==> config.mk <==
export PLATFORM = sky130hd
export DESIGN_NAME = bmove_engine
export DESIGN_NICKNAME = d
export VERILOG_FILES = /design/src/rtl/bmove_pkg.sv /design/src/rtl/bmove_ctrl.sv /design/src/rtl/bmove_regs.sv /design/src/rtl/bmove_addr.sv /design/src/rtl/bmove_engine.sv
export SDC_FILE = /design/constraint.sdc
export NUM_CORES = 1
export LEC_CHECK = 0
export BUFFER_PORTS_ARGS = -buffer_cell sky130_fd_sc_hd__clkbuf_2
export CORE_MARGIN = 1
export CORE_UTILIZATION = 42
export CTS_CLUSTER_SIZE = 20
export DETAILED_ROUTE_END_ITERATION = 12
export PLACE_DENSITY = 0.68
export SETUP_SLACK_MARGIN = 0.05
export SLEW_MARGIN = 20
export SYNTH_ARGS = -nofsm -noshare
export SYNTH_HDL_FRONTEND = slang
export SYNTH_SLANG_ARGS = --single-unit
==> constraint.sdc <==
create_clock -name clk -period 6.6 [get_ports clk]
set_input_delay 0.33 -clock clk [delete_from_list [all_inputs] [get_ports clk]]
set_output_delay 0.33 -clock clk [all_outputs]
set_load 0.03 [all_outputs]
==> src/rtl/bmove_pkg.sv <==
package bmove_pkg;

    localparam int OFF_W    = 16;
    localparam int BANK_W   = 8;
    localparam int DATA_W   = 8;
    localparam int NARROW_W = 8;
    localparam int ADDR_W   = BANK_W + OFF_W;
    localparam int SIDES    = 2;

    localparam logic [OFF_W-1:0] PTR_ONE = OFF_W'(1);

    typedef enum logic [1:0] {
        ST_IDLE  = 2'd0,
        ST_READ  = 2'd1,
        ST_WRITE = 2'd2,
        ST_FIN   = 2'd3
    } mv_state_e;

    typedef struct packed {
        logic              down;
        logic              narrow;
        logic [BANK_W-1:0] src_bank;
        logic [BANK_W-1:0] dst_bank;
    } mv_cfg_t;

    typedef struct packed {
        logic [OFF_W-1:0] src;
        logic [OFF_W-1:0] dst;
        logic [OFF_W-1:0] cnt;
    } mv_regs_t;

    // Force the upper byte to zero when the index registers are narrow.
    function automatic logic [OFF_W-1:0] clip_ptr(logic [OFF_W-1:0] p, logic narrow);
        logic [OFF_W-1:0] r;
        r = p;
        if (narrow) r[OFF_W-1:NARROW_W] = '0;
        return r;
    endfunction

    // Step a pointer one position, wrapping inside its bank or its low byte.
    function automatic logic [OFF_W-1:0] step_ptr(logic [OFF_W-1:0] p, logic down, logic narrow);
        logic [OFF_W-1:0] r;
        r = down ? (p - PTR_ONE) : (p + PTR_ONE);
        return clip_ptr(r, narrow);
    endfunction

endpackage

==> src/rtl/bmove_ctrl.sv <==
module bmove_ctrl
    import bmove_pkg::*;
(
    input  logic      clk,
    input  logic      rst,
    input  logic      start,
    input  logic      cnt_last,
    output mv_state_e state,
    output logic      accept,
    output logic      step,
    output logic      finish
);

    assign accept = (state == ST_IDLE) && start;
    assign step   = (state == ST_WRITE);
    assign finish = step && cnt_last;

    always_ff @(posedge clk) begin
        if (rst) begin
            state <= ST_IDLE;
        end else begin
            unique case (state)
                ST_IDLE:  if (start) state <= ST_READ;
                ST_READ:  state <= ST_WRITE;
                ST_WRITE: state <= cnt_last ? ST_FIN : ST_READ;
                ST_FIN:   state <= ST_IDLE;
                default:  state <= ST_IDLE;
            endcase
        end
    end


    fin_once_chk: assert property (@(posedge clk) disable iff (rst)
        state == ST_FIN |=> state == ST_IDLE);


    wr_after_rd_chk: assert property (@(posedge clk) disable iff (rst)
        state == ST_READ |=> state == ST_WRITE);

endmodule

==> src/rtl/bmove_regs.sv <==
module bmove_regs
    import bmove_pkg::*;
(
    input  logic              clk,
    input  logic              rst,
    input  logic              accept,
    input  logic              step,
    input  logic              finish,
    input  mv_cfg_t           cfg_in,
    input  logic [OFF_W-1:0]  x_in,
    input  logic [OFF_W-1:0]  y_in,
    input  logic [OFF_W-1:0]  a_in,
    output mv_cfg_t           cfg,
    output mv_regs_t          regs,
    output logic              cnt_last,
    output logic [BANK_W-1:0] dbank
);

    assign cnt_last = (regs.cnt == '0);

    always_ff @(posedge clk) begin
        if (rst) begin
            cfg   <= '0;
            regs  <= '0;
            dbank <= '0;
        end else if (accept) begin
            cfg      <= cfg_in;
            regs.src <= clip_ptr(x_in, cfg_in.narrow);
            regs.dst <= clip_ptr(y_in, cfg_in.narrow);
            regs.cnt <= a_in;
        end else if (step) begin
            regs.src <= step_ptr(regs.src, cfg.down, cfg.narrow);
            regs.dst <= step_ptr(regs.dst, cfg.down, cfg.narrow);
            regs.cnt <= regs.cnt - PTR_ONE;
            if (finish) dbank <= cfg.dst_bank;
        end
    end


    cnt_dec_chk: assert property (@(posedge clk) disable iff (rst)
        step |=> regs.cnt == $past(regs.cnt) - PTR_ONE);


    narrow_hi_chk: assert property (@(posedge clk) disable iff (rst)
        cfg.narrow |-> (regs.src[OFF_W-1:NARROW_W] == '0) && (regs.dst[OFF_W-1:NARROW_W] == '0));


    hold_cfg_chk: assert property (@(posedge clk) disable iff (rst)
        !accept |=> $stable(cfg));

endmodule

==> src/rtl/bmove_addr.sv <==
module bmove_addr
    import bmove_pkg::*;
(
    input  logic              clk,
    input  logic              rst,
    input  mv_state_e         state,
    input  mv_cfg_t           cfg,
    input  mv_regs_t          regs,
    input  logic [DATA_W-1:0] mem_rdata,
    output logic [ADDR_W-1:0] mem_addr,
    output logic              mem_rd,
    output logic              mem_wr,
    output logic [DATA_W-1:0] mem_wdata
);

    logic [ADDR_W-1:0] side_addr [SIDES];
    logic [DATA_W-1:0] hold;

    // Side 0 is the source, side 1 the destination.
    for (genvar s = 0; s < SIDES; s++) begin : g_side
        if (s == 0) begin : g_src
            assign side_addr[s] = {cfg.src_bank, regs.src};
        end else begin : g_dst
            assign side_addr[s] = {cfg.dst_bank, regs.dst};
        end
    end

    assign mem_rd = (state == ST_READ);
    assign mem_wr = (state == ST_WRITE);

    always_comb begin
        mem_addr = '0;
        if (mem_rd)      mem_addr = side_addr[0];
        else if (mem_wr) mem_addr = side_addr[1];
    end

    always_ff @(posedge clk) begin
        if (rst)         hold <= '0;
        else if (mem_rd) hold <= mem_rdata;
    end

    assign mem_wdata = hold;


    wdata_match_chk: assert property (@(posedge clk) disable iff (rst)
        mem_wr |-> mem_wdata == $past(mem_rdata));


    src_bank_chk: assert property (@(posedge clk) disable iff (rst)
        mem_rd |-> mem_addr[ADDR_W-1:OFF_W] == cfg.src_bank);


    dst_bank_chk: assert property (@(posedge clk) disable iff (rst)
        mem_wr |-> mem_addr[ADDR_W-1:OFF_W] == cfg.dst_bank);

endmodule

==> src/rtl/bmove_engine.sv <==
module bmove_engine
    import bmove_pkg::*;
(
    input  logic              clk,
    input  logic              rst,
    input  logic              start,
    input  logic              move_down,
    input  logic              index_narrow,
    input  logic [BANK_W-1:0] src_bank,
    input  logic [BANK_W-1:0] dst_bank,
    input  logic [OFF_W-1:0]  x_in,
    input  logic [OFF_W-1:0]  y_in,
    input  logic [OFF_W-1:0]  acc_in,
    input  logic [DATA_W-1:0] mem_rdata,
    output logic [ADDR_W-1:0] mem_addr,
    output logic              mem_rd,
    output logic              mem_wr,
    output logic [DATA_W-1:0] mem_wdata,
    output logic              busy,
    output logic              done,
    output logic [OFF_W-1:0]  x_out,
    output logic [OFF_W-1:0]  y_out,
    output logic [OFF_W-1:0]  acc_out,
    output logic [BANK_W-1:0] dbank_out
);

    mv_state_e state;
    logic      accept, step, finish, cnt_last;
    mv_cfg_t   cfg_in, cfg;
    mv_regs_t  regs;

    assign cfg_in = '{down: move_down, narrow: index_narrow,
                      src_bank: src_bank, dst_bank: dst_bank};

    bmove_ctrl u_ctrl (
        .clk(clk), .rst(rst), .start(start), .cnt_last(cnt_last),
        .state(state), .accept(accept), .step(step), .finish(finish)
    );

    bmove_regs u_regs (
        .clk(clk), .rst(rst), .accept(accept), .step(step), .finish(finish),
        .cfg_in(cfg_in), .x_in(x_in), .y_in(y_in), .a_in(acc_in),
        .cfg(cfg), .regs(regs), .cnt_last(cnt_last), .dbank(dbank_out)
    );

    bmove_addr u_addr (
        .clk(clk), .rst(rst), .state(state), .cfg(cfg), .regs(regs),
        .mem_rdata(mem_rdata), .mem_addr(mem_addr), .mem_rd(mem_rd),
        .mem_wr(mem_wr), .mem_wdata(mem_wdata)
    );

    assign busy    = (state == ST_READ) || (state == ST_WRITE);
    assign done    = (state == ST_FIN);
    assign x_out   = regs.src;
    assign y_out   = regs.dst;
    assign acc_out = regs.cnt;


    rdwr_excl_chk: assert property (@(posedge clk) disable iff (rst)
        !(mem_rd && mem_wr));


    done_pulse_chk: assert property (@(posedge clk) disable iff (rst)
        done |=> !done);


    done_bank_chk: assert property (@(posedge clk) disable iff (rst)
        done |-> !busy && dbank_out == $past(dst_bank_seen));

    logic [BANK_W-1:0] dst_bank_seen;
    always_ff @(posedge clk) begin
        if (rst)         dst_bank_seen <= '0;
        else if (accept) dst_bank_seen <= dst_bank;
    end

endmodule

---- After elaboration in Yosys (flattened, before gate mapping) ----
Cells that the tools add are included.
storage, ports and cells
  flip-flop bits (word level) ............. 84
  output and inout bits ................... 92
operators by class
  $add $sub $neg .......................... 5
  equal/unequal tests ..................... 4
  muxes and demuxes ....................... 13
  bitwise logic cells ..................... 1
  reduce and logical (&&, ||, !) cells .... 7
operators with widths
  cell                                                                   count
  48-bit 2-to-1 mux                                                      2
  24-bit 2-to-1 mux                                                      2
  16-bit by 1-bit subtractor with 16-bit output (second input constant)  3
  16-bit by 1-bit adder with 16-bit output (second input constant)       2
  16-bit 2-to-1 mux                                                      2
  8-bit 2-to-1 mux                                                       4
  16-bit logical NOT                                                     1
  2-bit case mux with 4 select lines                                     1
  2-bit == test (second input constant)                                  2
  2-bit 2-to-1 mux                                                       2
  3-bit AND reduction                                                    1
  2-bit by 1-bit == test with 1-bit output (second input constant)       1
  1-bit logical AND                                                      2
  2-bit logical NOT                                                      1
  2-bit != test (second input constant)                                  1
  2-bit nonzero test                                                     1
  1-bit logical OR                                                       1
  1-bit NOT                                                              1

---- Depth between registers and ports, before layout ----
Gate-level depths: netlist (run 1).
  word-level depth ........................ 5
  gate-level depth with buffers ........... 10
  gate-level depth less buffers ........... 8

---- By module ----
From an unflattened synthesis (run 1), not the netlist that was laid out.
unflattened totals
  cells, all modules ...................... 627
  area total of the unflattened synthesis .. 5,245.0 um^2
by module, submodules not included
  module        times used  cells each  area each (um^2)  seq. area each (um^2)
  bmove_regs    1           550         4,485.6           1,481.4
  bmove_addr    1           66          655.6             160.2
  bmove_ctrl    1           10          91.3              40.0
  bmove_engine  1           1           12.5              0.0

---- Least setup slack after synthesis (run 1) ----
No wires, ideal clock.
  path type ............................... register -> output
  from .................................... register u_ctrl.state[0]
  to ...................................... output mem_addr[0]
  arrival ................................. 2.475 ns
  required time ........................... 6.270 ns
  path slack .............................. 3.795 ns
  cell stages (with the launch flop) ...... 8
  buffers on the path ..................... 3
  cell sequence ........................... dfxtp_1 > inv_1 > ha_1 > buf_2 > buf_1 > clkbuf_1 > nand2_1 > o21ai_0
on the way
  longest elaborated chain between the ends .. 3
RTL lines
  item                    RTL line            RTL
  start, declared         bmove_ctrl.sv:8     output mv_state_e state,
  start signal, assigned  bmove_ctrl.sv:25    ST_WRITE: state <= cnt_last ? ST_FIN : ST_READ;
  2-bit == test           bmove_addr.sv:29    assign mem_wr = (state == ST_WRITE);
  via mem_wr              bmove_engine.sv:17  output logic mem_wr,
  24-bit 2-to-1 mux       bmove_addr.sv:34    else if (mem_wr) mem_addr = side_addr[1];
  24-bit 2-to-1 mux       bmove_addr.sv:33    if (mem_rd) mem_addr = side_addr[0];
  end, declared           bmove_engine.sv:15  output logic [ADDR_W-1:0] mem_addr,
The timed path passes the listed nets, and every way through them passes these cells.

---- Worst setup path after layout (run 1) ----
  from .................................... register u_ctrl.state[1]
  to ...................................... output mem_addr[6]
on the way
  longest elaborated chain between the ends .. 3
RTL lines
  item                   RTL line
  2-bit == test          bmove_addr.sv:29
  24-bit 2-to-1 mux      bmove_addr.sv:34
  24-bit 2-to-1 mux (*)  bmove_addr.sv:33
Mark *: on every way between the ends. The rest lies on a longest branch, timed or not.

==> results of run 1 <==
[final cells by class]
cell class                      count  area [um2]  area share, %
Clock inverter                      4       50.05         0.7463
Inverter                            7       26.28         0.3918
Timing Repair Buffer              175       893.4          13.32
Multi-Input combinational cell    570        3597          53.64
Tap cell                          172       215.2          3.209
Clock buffer                       11       242.7          3.619
Sequential cell                    84        1682          25.07
[worst max-delay path, delay by kind of cell (launching register included)]
family,cells,cell delay [ns]
AOI/OAI and AO/OA,1,0.16
adders and majority gates,1,0.91
buffers and inverters,2,0.38
DFF,1,0.33
and+or+nand+nor,1,0.24
[power groups by stage]
| stage | Sequential, mW | Combinational [mW] | Clock (mW) |
|---|---|---|---|
| 3_3_place_gp | 0.669 | 0.746 | 0 |
| 4_1_cts | 0.659 | 0.752 | 0.523 |
| 5_1_grt | 0.669 | 0.828 | 0.539 |
| 2_1_floorplan | 0.759 | 0.460 | 0 |
| 3_5_place_dp | 0.669 | 0.749 | 0 |
| 6_report | 0.658 | 0.752 | 0.510 |
[flip-flops by register name, indices dropped and copies added, names as in the netlist]
signal and cells:
u_regs.dbank 8, u_regs.regs 48, u_addr.mem_wdata 8, u_regs.cfg 18
u_ctrl.state 2
[cell families after synthesis]
| group | after synthesis | synth area share, % |
|---|---|---|
| compound gates | 201 | 23.58 |
| xor+xnor | 31 | 4.962 |
| fa+ha+maj | 37 | 8.735 |
| buf+inv | 49 | 3.659 |
| flops | 84 | 30.73 |
| mux | 29 | 5.351 |
| simple gates | 272 | 22.98 |
[per-layer routing]
layer | up-vias | GRT usage, %
met5 | - | 0
met3 | 20 | 6.124
li1 | 2818 | -
met1 | 2457 | 30.51
met4 | 0 | 7.607
met2 | 195 | 36.47
[metrics by stage]
step           utilization [%]  cells  cell area, um2
2_1_floorplan                -    703            5472
3_5_place_dp             50.62   1008            6414
4_1_cts                  52.93   1023            6706
6_report                 52.93   1023            6706
5_1_grt                  52.93   1023            6706
3_3_place_gp             50.62   1008            6414
[Yosys cell counts, drive strengths merged, types with 2 or more instances]
library cell | count | area, um2
inv | 7 | 26.28
a211o | 2 | 17.52
mux2i | 27 | 270.3
o21ai | 45 | 225.2
dfxtp | 84 | 1682
nor3 | 12 | 71.32
o31ai | 2 | 15.01
ha | 35 | 437.9
and2b | 3 | 23.77
nand2b | 5 | 31.28
nor2b | 5 | 31.28
nand4 | 4 | 40.04
buf | 13 | 65.07
o2111ai | 2 | 17.52
nand3b | 2 | 15.01
a311oi | 6 | 52.55
nand3 | 15 | 85.08
a22oi | 5 | 37.54
a211oi | 40 | 310.3
or3 | 9 | 56.30
mux2 | 2 | 22.52
clkbuf | 29 | 108.9
nand2 | 110 | 412.9
and3 | 4 | 25.02
or4 | 2 | 15.01
a221oi | 3 | 26.28
nor2 | 87 | 345.3
and2 | 2 | 12.51
o21bai | 2 | 15.01
fa | 2 | 40.04
o21a | 3 | 22.52
nor4 | 8 | 62.56
xor2 | 5 | 43.79
a21o | 13 | 97.59
or2 | 2 | 12.51
xnor2 | 26 | 227.7
o211ai | 5 | 37.54
o22ai | 4 | 25.02
a31oi | 8 | 50.05
a21oi | 52 | 260.3
[cells in the final DEF, fill, tap and decap left out, types with 4 or more instances in the layout]
master	instances
xnor2_1	26
inv_1	7
nand3_1	13
xor2_1	5
nor3_1	11
a21oi_1	52
a21o_1	13
o22ai_1	4
ha_1	33
nand2b_1	5
o21ai_0	44
and3_1	4
dfxtp_1	84
a31oi_1	8
nor2b_1	5
or3_1	9
a311oi_1	6
nor4_1	6
o211ai_1	5
clkbuf_2	167
nor2_1	85
a211oi_1	38
mux2i_1	27
a22oi_1	5
nand2_1	109
buf_4	7
clkbuf_16	9
[worst paths after layout]
kind / slack (ns) / end / start / depth (start not counted)
worst min register to register: 0.45 / u_regs.cfg[10] / u_regs.cfg[10] / 2
worst max-delay path: 3.89 / mem_addr[6] / u_ctrl.state[1] / 5
worst max register to register: 3.96 / u_regs.regs[41] / u_ctrl.state[0] / 9
worst min-delay path: 0.20 / u_regs.cfg[14] / src_bank[6] / 3
==> flow_metrics.py, run 1 <==
metrics = {
    "critical_path": {
        "cp-end-kind": "output pin",
        "path_max_fanout": 57,
        "crit_type": "register to output pin",
        "crit_required_ns": 6.27,
        "startpoint_type": "register",
        "slowest_delay_ns": 0.91,
        "crit_path_top_delay_cell": "ha_2",
        "crit_arrival_ns": 2.38,
        "path_cells": "inv_1, ha_2, nand2_1, o21ai_0, clkbuf_2",
    },
    "global_routing": {
        "grt_pass1_vias": 4919,
        "antenna_found_initial": 0,
        "track_usage_pct": 23.06,
        "grt_pass1_wl_mm": 24.30,
        "grt_max_degree": 90,
        "overflow": 0,
    },
    "cts": {
        "numCtsBuffers": 9,
        "cts_max_path_buffers": 2,
        "cts.sinks": 84,
        "path_clk_slew_ns": 0.06,
        "clock_latency_ns": 0.35,
        "post_cts_buffers": 0,
        "clk_root_buffer_cell": "clkbuf_16",
        "cts_tree": "built",
        "htreeDepth": 3,
        "cts_resized": 0,
        "holdBufCountCts": 0,
    },
    "sta": {
        "skew_ns": 0.005327,
        "fin_ws_ns": 3.888,
        "rsz0062_at_grt": "false",
        "relSlewSlack_pct": 29.73,
        "finalCriticalPeriod_ns": 2.712,
        "holdWs_ns": 0.1974,
        "maxSlewViolCount": 0,
        "worst_pin_slew_ns": 1.054,
        "finalCritPeriodShare_pct": 41.09,
        "fmax_ghz": 0.3687,
        "setup_viol": 0,
        "finalHoldViolations": 0,
        "setup_tns_ns": 0,
    },
    "run": {
        "max_cap_violations": 0,
    },
    "route": {
        "wirelength_mm": 15.34,
        "vias": 5490,
        "wl_met1_mm": 7.049,
        "drc": 0,
        "dr_wl_met2_mm": 6.671,
        "vias_per_cell": 5.367,
        "firstDrtPassIters": 5,
        "wl_met3_mm": 1.328,
        "top_layer_used": "met4",
        "drt_iter0_markers": 343,
        "antenna_left": 0,
        "wl_per_cell_um": 14.99,
    },
    "place": {
        "port_buffers": 168,
        "place_congestion": 0.8712,
        "dp_hpwl_mm": 10.92,
        "place_ws_ns": 4.000,
    },
    "die": {
        "core_um2": 12670,
        "die_x_um": 116.1,
        "rows": 41,
        "start_util_pct": 43.18,
        "fp.dieH_um": 116.1,
        "num_io_pins": 169,
        "die_area_um2": 13490,
    },
    "cells_and_area": {
        "fillCellCount": 1261,
        "area_delta_synth_final_pct": 22.57,
        "drive_gt1_share_pct": 24.32,
        "diodes": 0,
        "final_nets": 961,
    },
    "power_and_ir_drop": {
        "combPwrFrac_pct": 39.2,
        "p_leak_nw": 2.902,
        "p_int_mw": 1.136,
        "power_mw": 1.921,
        "powerDensity_nw_per_um2": 286.4,
        "p_switching_mw": 0.7850,
        "clkPwrFrac_pct": 26.6,
        "swShare_pct": 40.86,
        "seqPwrFrac_pct": 34.3,
        "ir_worst_vdd_mv": 0.1946,
    },
    "synthesis": {
        "synth_seq_cells": 84,
        "ys_warn_count": 0,
        "synthCells": 703,
        "synthArstFlopShare_pct": 0,
        "ys.flop_type": "dfxtp_1",
        "synth_fp_nets": 817,
        "yosysSeqAreaShare_pct": 30.73,
        "syn_avg_cell_area_um2": 7.783,
        "syn-cell-area_um2": 5471,
        "synth_cell_types": 63,
        "synth_edf_count": 0,
    },
    "worst_hold_path": {
        "hp-class": "input port to register",
    },
    "status": {
        "outcome": "complete, no violations",
    },
}
Power figures use the tool's default switching activity.
==> inputs of run 2 (changes only) <==
ABC_AREA = 1   (was unset)
PLACE_DENSITY = 0.67   (was 0.68)
clock period = 2.6 ns   (was 6.6 ns; I/O delays follow)
==> flow_metrics.py, run 2 <==
metrics = {
    "cells_and_area": {
        "largest_reg_flops": 48,
        "mostFrequentLayoutCell": "nand2_1",
        "final_core_util_pct": 52.26,
        "top_register": "u_regs.regs",
        "final_nets": 1217,
        "area_delta_synth_final_pct": 21.63,
        "final_cells": 1288,
        "final_cell_mix": "nand2_1, clkbuf_2, inv_1",
        "diodes": 0,
        "reg_top3": "u_regs.regs (48), u_regs.cfg (18)",
        "drive_gt1_share_pct": 21.12,
    },
    "synthesis": {
        "synth_seq_cells": 84,
        "syn_avg_cell_area_um2": 6.260,
        "synth-simple-area-share_pct": 34.41,
        "syn-cell-area_um2": 5941,
        "synthArstFlopShare_pct": 0,
        "synthMuxAreaShare_pct": 0,
        "synth_top_area_share_pct": 28.31,
        "synthCells": 949,
        "synth.area.top_cells": "dfxtp_1, nand2_1, inv_1",
        "synth_fp_nets": 1063,
        "yosysSeqAreaShare_pct": 28.31,
        "synth-compound-area-share_pct": 16.15,
        "synth_edf_count": 0,
        "ys_warn_count": 0,
        "yosys-top-cells-count": "nand2_1, inv_1, nor2_1, dfxtp_1, nand3_1",
        "synth_top_family_by_area": "simple AND/OR/NAND/NOR gates",
        "yosysMostFrequentCell": "nand2_1",
        "yosys.area.top_type": "dfxtp_1",
        "ys.flop_type": "dfxtp_1",
        "synth_fa_ha_area_share_pct": 8.045,
        "yosys.area_share.xor_xnor_pct": 1.327,
        "synth_cell_types": 41,
    },
    "worst_hold_path": {
        "hp-class": "input port to register",
        "min_path_cells": 3,
        "holdPathEnd": "u_addr.mem_wdata[6]",
        "worstHoldStart": "mem_rdata[6]",
    },
    "global_routing": {
        "grt_max_degree": 36,
        "track_usage_pct": 25.11,
        "overflow": 0,
        "grt_pass1_vias": 5844,
        "antenna_found_initial": 0,
        "grt_pass1_wl_mm": 28.99,
    },
    "die": {
        "die_x_um": 120.9,
        "fp.dieH_um": 120.9,
        "die_area_um2": 14620,
        "rows": 43,
        "start_util_pct": 42.96,
        "core_um2": 13830,
        "num_io_pins": 169,
    },
    "cts": {
        "cts_tree": "built",
        "numCtsBuffers": 9,
        "cts_resized": 0,
        "clk_root_buffer_cell": "clkbuf_16",
        "htreeDepth": 3,
        "post_cts_buffers": 0,
        "path_clk_slew_ns": 0.07,
        "clock_latency_ns": 0.35,
        "cts_max_path_buffers": 2,
        "holdBufCountCts": 0,
        "cts.sinks": 84,
    },
    "sta": {
        "fmax_ghz": 0.4540,
        "rsz0062_at_grt": "false",
        "setup_viol": 0,
        "fin_ws_ns": 0.3975,
        "relSlewSlack_pct": 52.69,
        "setup_tns_ns": 0,
        "finalHoldViolations": 0,
        "skew_ns": 0.005532,
        "worst_pin_slew_ns": 0.7088,
        "finalCritPeriodShare_pct": 84.71,
        "finalCriticalPeriod_ns": 2.202,
        "holdWs_ns": 0.003200,
        "maxSlewViolCount": 0,
    },
    "route": {
        "wl_per_cell_um": 13.92,
        "firstDrtPassIters": 5,
        "drt_iter0_markers": 372,
        "wirelength_mm": 17.93,
        "vias": 6472,
        "vias_per_cell": 5.025,
        "antenna_left": 0,
        "drc": 0,
    },
    "critical_path": {
        "r2r-end": "u_regs.regs[22]",
        "crit_path_top_delay_cell": "ha_1",
        "path_max_fanout": 15,
        "path_cells": "inv_1, ha_1, buf_4, nand3_1, o21ai_0, clkbuf_2",
        "r2r_slack_ns": 0.54,
        "rr_worst_depth": 8,
        "reg2reg_from": "u_regs.cfg[17]",
        "slowest_delay_ns": 0.45,
        "crit_type": "register to output pin",
        "crit_arrival_ns": 2.07,
        "startpoint_type": "register",
        "cp-end-kind": "output pin",
        "crit_required_ns": 2.47,
    },
    "power_and_ir_drop": {
        "ir_worst_vdd_mv": 0.4743,
        "p_leak_nw": 3.940,
        "powerDensity_nw_per_um2": 888.0,
    },
    "place": {
        "place_ws_ns": 0.5724,
        "place_inst": 1272,
        "dp_hpwl_mm": 13.32,
        "port_buffers": 168,
        "place_congestion": 0.8542,
    },
    "status": {
        "outcome": "complete, no violations",
    },
    "run": {
        "max_cap_violations": 0,
    },
}
-- run 2: critical path: cells and delay by family (launching register included) --
| family | cells | cell delay [ns] |
|---|---|---|
| flops | 1 | 0.33 |
| simple gates | 1 | 0.09 |
| compound gates | 1 | 0.15 |
| buf+inv | 3 | 0.69 |
| fa+ha+maj | 1 | 0.45 |
-- run 2: per-stage QoR --
stage	power [mW]	cell area [um2]
2_1_floorplan	4.181	5941
3_3_place_gp	5.001	6912
6_report	6.417	7226
4_1_cts	6.431	7226
5_1_grt	6.888	7226
3_5_place_dp	5.030	6912
-- run 2: routing by layer --
metal  GRT usage (%)  share of wire [%]  vias up
li1                -                  -     3378
met1           34.28                 47     2871
met2           40.00                 45      188
met3           3.289                5.4       35
met4           9.722                2.6        0
met5               0                  0        -
-- run 2: worst max path at each step --
stage | start | endpoint | cells after the start
floorplan | u_regs.cfg[17] | u_regs.regs[22] | 7
global placement | u_regs.cfg[17] | u_regs.regs[22] | 8
detailed placement | u_regs.cfg[17] | u_regs.regs[22] | 8
CTS | u_ctrl.state[0] | mem_addr[7] | 6
global route | u_ctrl.state[0] | mem_addr[1] | 6
finish | u_ctrl.state[0] | mem_addr[1] | 6
-- run 2: final cells by class --
cell class	instances	area, um2
timing repair buffer	181	938.4
clock buffer	9	225.2
fill	1390	6601
inverter	134	505.5
sequential	84	1682
multi-input combinational	693	3561
tap	180	225.2
clock inverter	7	88.84
-- run 2: logic make-up after synthesis --
kind of cell               Yosys count
and+or+nand+nor                    467
AOI/OAI and AO/OA                  180
buffers and inverters              172
DFF                                 84
adders and majority gates           37
xor gates and xnor gates             9
-- run 2: power breakdown --
group          switching, mW  total (mW)  internal [mW]
sequential             0.299        1.85           1.55
clock                  0.622        1.39          0.773
combinational           2.18        3.18          0.996
==> inputs of run 3 (changes only) <==
ABC_AREA = 0   (was 1)
PLACE_DENSITY = 0.7   (was 0.67)
clock period = 1.8 ns   (was 2.6 ns; I/O delays follow)
==> flow_metrics.py, run 3 (same netlist as run 1, synthesis figures left out) <==
metrics = {
    "power_and_ir_drop": {
        "ir_worst_vdd_mv": 0.6943,
        "powerDensity_nw_per_um2": 946.0,
        "power_mw": 8.890,
        "p_leak_nw": 4.118,
    },
    "die": {
        "die_x_um": 116.1,
        "rows": 41,
        "core_um2": 12670,
        "die_area_um2": 13490,
        "start_util_pct": 43.18,
        "num_io_pins": 169,
        "fp.dieH_um": 116.1,
    },
    "route": {
        "antenna_left": 0,
        "wirelength_mm": 20.76,
        "drc": 0,
        "vias_per_cell": 5.490,
        "firstDrtPassIters": 5,
        "vias": 6605,
        "wl_per_cell_um": 17.25,
        "drt_iter0_markers": 385,
    },
    "global_routing": {
        "overflow": 0,
        "antenna_found_initial": 0,
        "grt_pass1_vias": 6362,
        "grt_max_degree": 77,
        "met3_usage_pct": 6.642,
        "grt_util_met1_pct": 34.28,
        "grt_most_used_layer": "met2",
        "grt_pass1_wl_mm": 30.74,
        "track_usage_pct": 29.18,
        "use_met2_pct": 52.26,
    },
    "sta": {
        "finalHoldViolations": 0,
        "holdWs_ns": 0.004240,
        "skew_ns": 0.008226,
        "rsz0062_at_grt": "true",
        "fin_ws_ns": -0.3357,
        "worst_pin_slew_ns": 0.7210,
        "finalCriticalPeriod_ns": 2.136,
        "maxSlewViolCount": 0,
        "relSlewSlack_pct": 51.93,
        "finalCritPeriodShare_pct": 118.6,
        "setup_viol": 28,
        "fmax_ghz": 0.4682,
    },
    "cells_and_area": {
        "final_cells": 1203,
        "area_delta_synth_final_pct": 71.76,
        "largest_reg_flops": 48,
        "final_nets": 1140,
        "reg_top3": "u_regs.regs (48), u_regs.cfg (18)",
        "final_cell_mix": "clkbuf_2, buf_4, nand2_1",
        "top_register": "u_regs.regs",
        "diodes": 0,
        "drive_gt1_share_pct": 47.82,
        "mostFrequentLayoutCell": "clkbuf_2",
    },
    "place": {
        "place_inst": 1131,
        "place_congestion": 0.9207,
        "port_buffers": 168,
        "place_ws_ns": -0.3629,
        "dp_hpwl_mm": 13.20,
    },
    "critical_path": {
        "cp-end-kind": "register",
        "startpoint_type": "register",
        "reg2reg_from": "u_regs.cfg[17]",
        "crit_type": "register to register",
        "rr_worst_depth": 10,
        "crit_arrival_ns": 2.42,
        "path_max_fanout": 6,
        "cp-endpoint": "u_regs.regs[45]",
        "r2r-end": "u_regs.regs[45]",
        "r2r_slack_ns": -0.34,
        "setup.worst_path.start": "u_regs.cfg[17]",
        "crit_required_ns": 2.09,
    },
    "cts": {
        "numCtsBuffers": 9,
        "cts_tree": "built",
        "path_clk_slew_ns": 0.07,
        "cts_max_path_buffers": 2,
        "cts.sinks": 84,
        "htreeDepth": 3,
        "clock_latency_ns": 0.35,
        "clk_root_buffer_cell": "clkbuf_16",
    },
    "status": {
        "violations": "setup timing",
        "outcome": "complete, but fails checks",
    },
    "run": {
        "max_cap_violations": 0,
    },
    "worst_hold_path": {
        "hp-class": "input port to register",
    },
}
==> run 3: changes by cell type in the layout (fill, tap and decap cells not counted), sizes merged, moves of 9 or more <==
cell | before | now
a211oi | 2 | 40
a21o | 0 | 13
a21oi | 77 | 52
buf | 13 | 169
clkbuf | 177 | 164
dlygate4sd3 | 0 | 32
inv | 138 | 9
mux2i | 0 | 27
nand2 | 252 | 110
nand3 | 84 | 15
nor2 | 102 | 87
o21ai | 85 | 45
or3 | 0 | 9
xnor2 | 4 | 26
==> run 3: final cells by class <==
cell class	count	area [um2]
multi-input cells	570	4410
fillers	896	3273
repair buffers	354	2711
flip-flops and latches	84	1715
clock buffers	11	252.7
well taps	172	215.2
clock inverters	5	66.31
inverters	7	26.28
==> run 3: layer usage <==
| layer | vias to the layer above | routed length, um |
|---|---|---|
| met3 | 44 | 1267 |
| met2 | 240 | 10450 |
| met5 | - | 0 |
| li1 | 3176 | - |
| met4 | 0 | 493 |
| met1 | 3145 | 8547 |
==> run 3: how the worst min path moves through the flow <==
stage / cells past startpoint / end / slack (ns) / start
after floorplan: 2 / u_regs.cfg[17] / 0.22 / move_down
after global placement: 3 / u_regs.cfg[12] / 0.32 / src_bank[4]
after detailed placement: 3 / u_regs.cfg[12] / 0.32 / src_bank[4]
after CTS: 3 / u_regs.regs[10] / 0.0005 / acc_in[10]
after global routing: 3 / u_regs.regs[3] / 0.007 / acc_in[3]
final: 3 / u_regs.regs[7] / 0.004 / acc_in[7]
==> run 3: critical path, stage by stage, from the launching register on <==
cell and delay [ns]:
dfxtp_4 0.40, buf_6 0.15, buf_8 0.14, ha_4 0.22, nand3_2 0.10, nor2_4 0.05
buf_4 0.14, o211ai_1 0.24, nand2_1 0.18, mux2_4 0.33, a21oi_2 0.11
==> run 3: where the power goes <==
part           leakage, nW  switching (mW)  internal (mW)
Sequential           0.699           0.255           2.13
Combinational         3.26            2.51           1.99
Clock                0.154           0.841           1.17
Total                 4.12            3.61           5.29
==> run 3: stage by stage <==
step	setup TNS [ns]	area, um2	util (%)
finish	-5.664	9398	74.17
global route	-9.177	9398	74.17
CTS	-4.669	8881	70.09
detailed placement	-5.465	7543	59.53
global placement	-4.481	7543	59.53
floorplan	-2.344	5669	-
==> run 3: repair_timing <==
item,CTS,global route
pin swaps,57,47
resized for setup,119,111
endpoints found under the hold margin,32,0
hold buffers,32,0
setup buffers,12,9
setup endpoints to repair,57,66
cloned,1,3
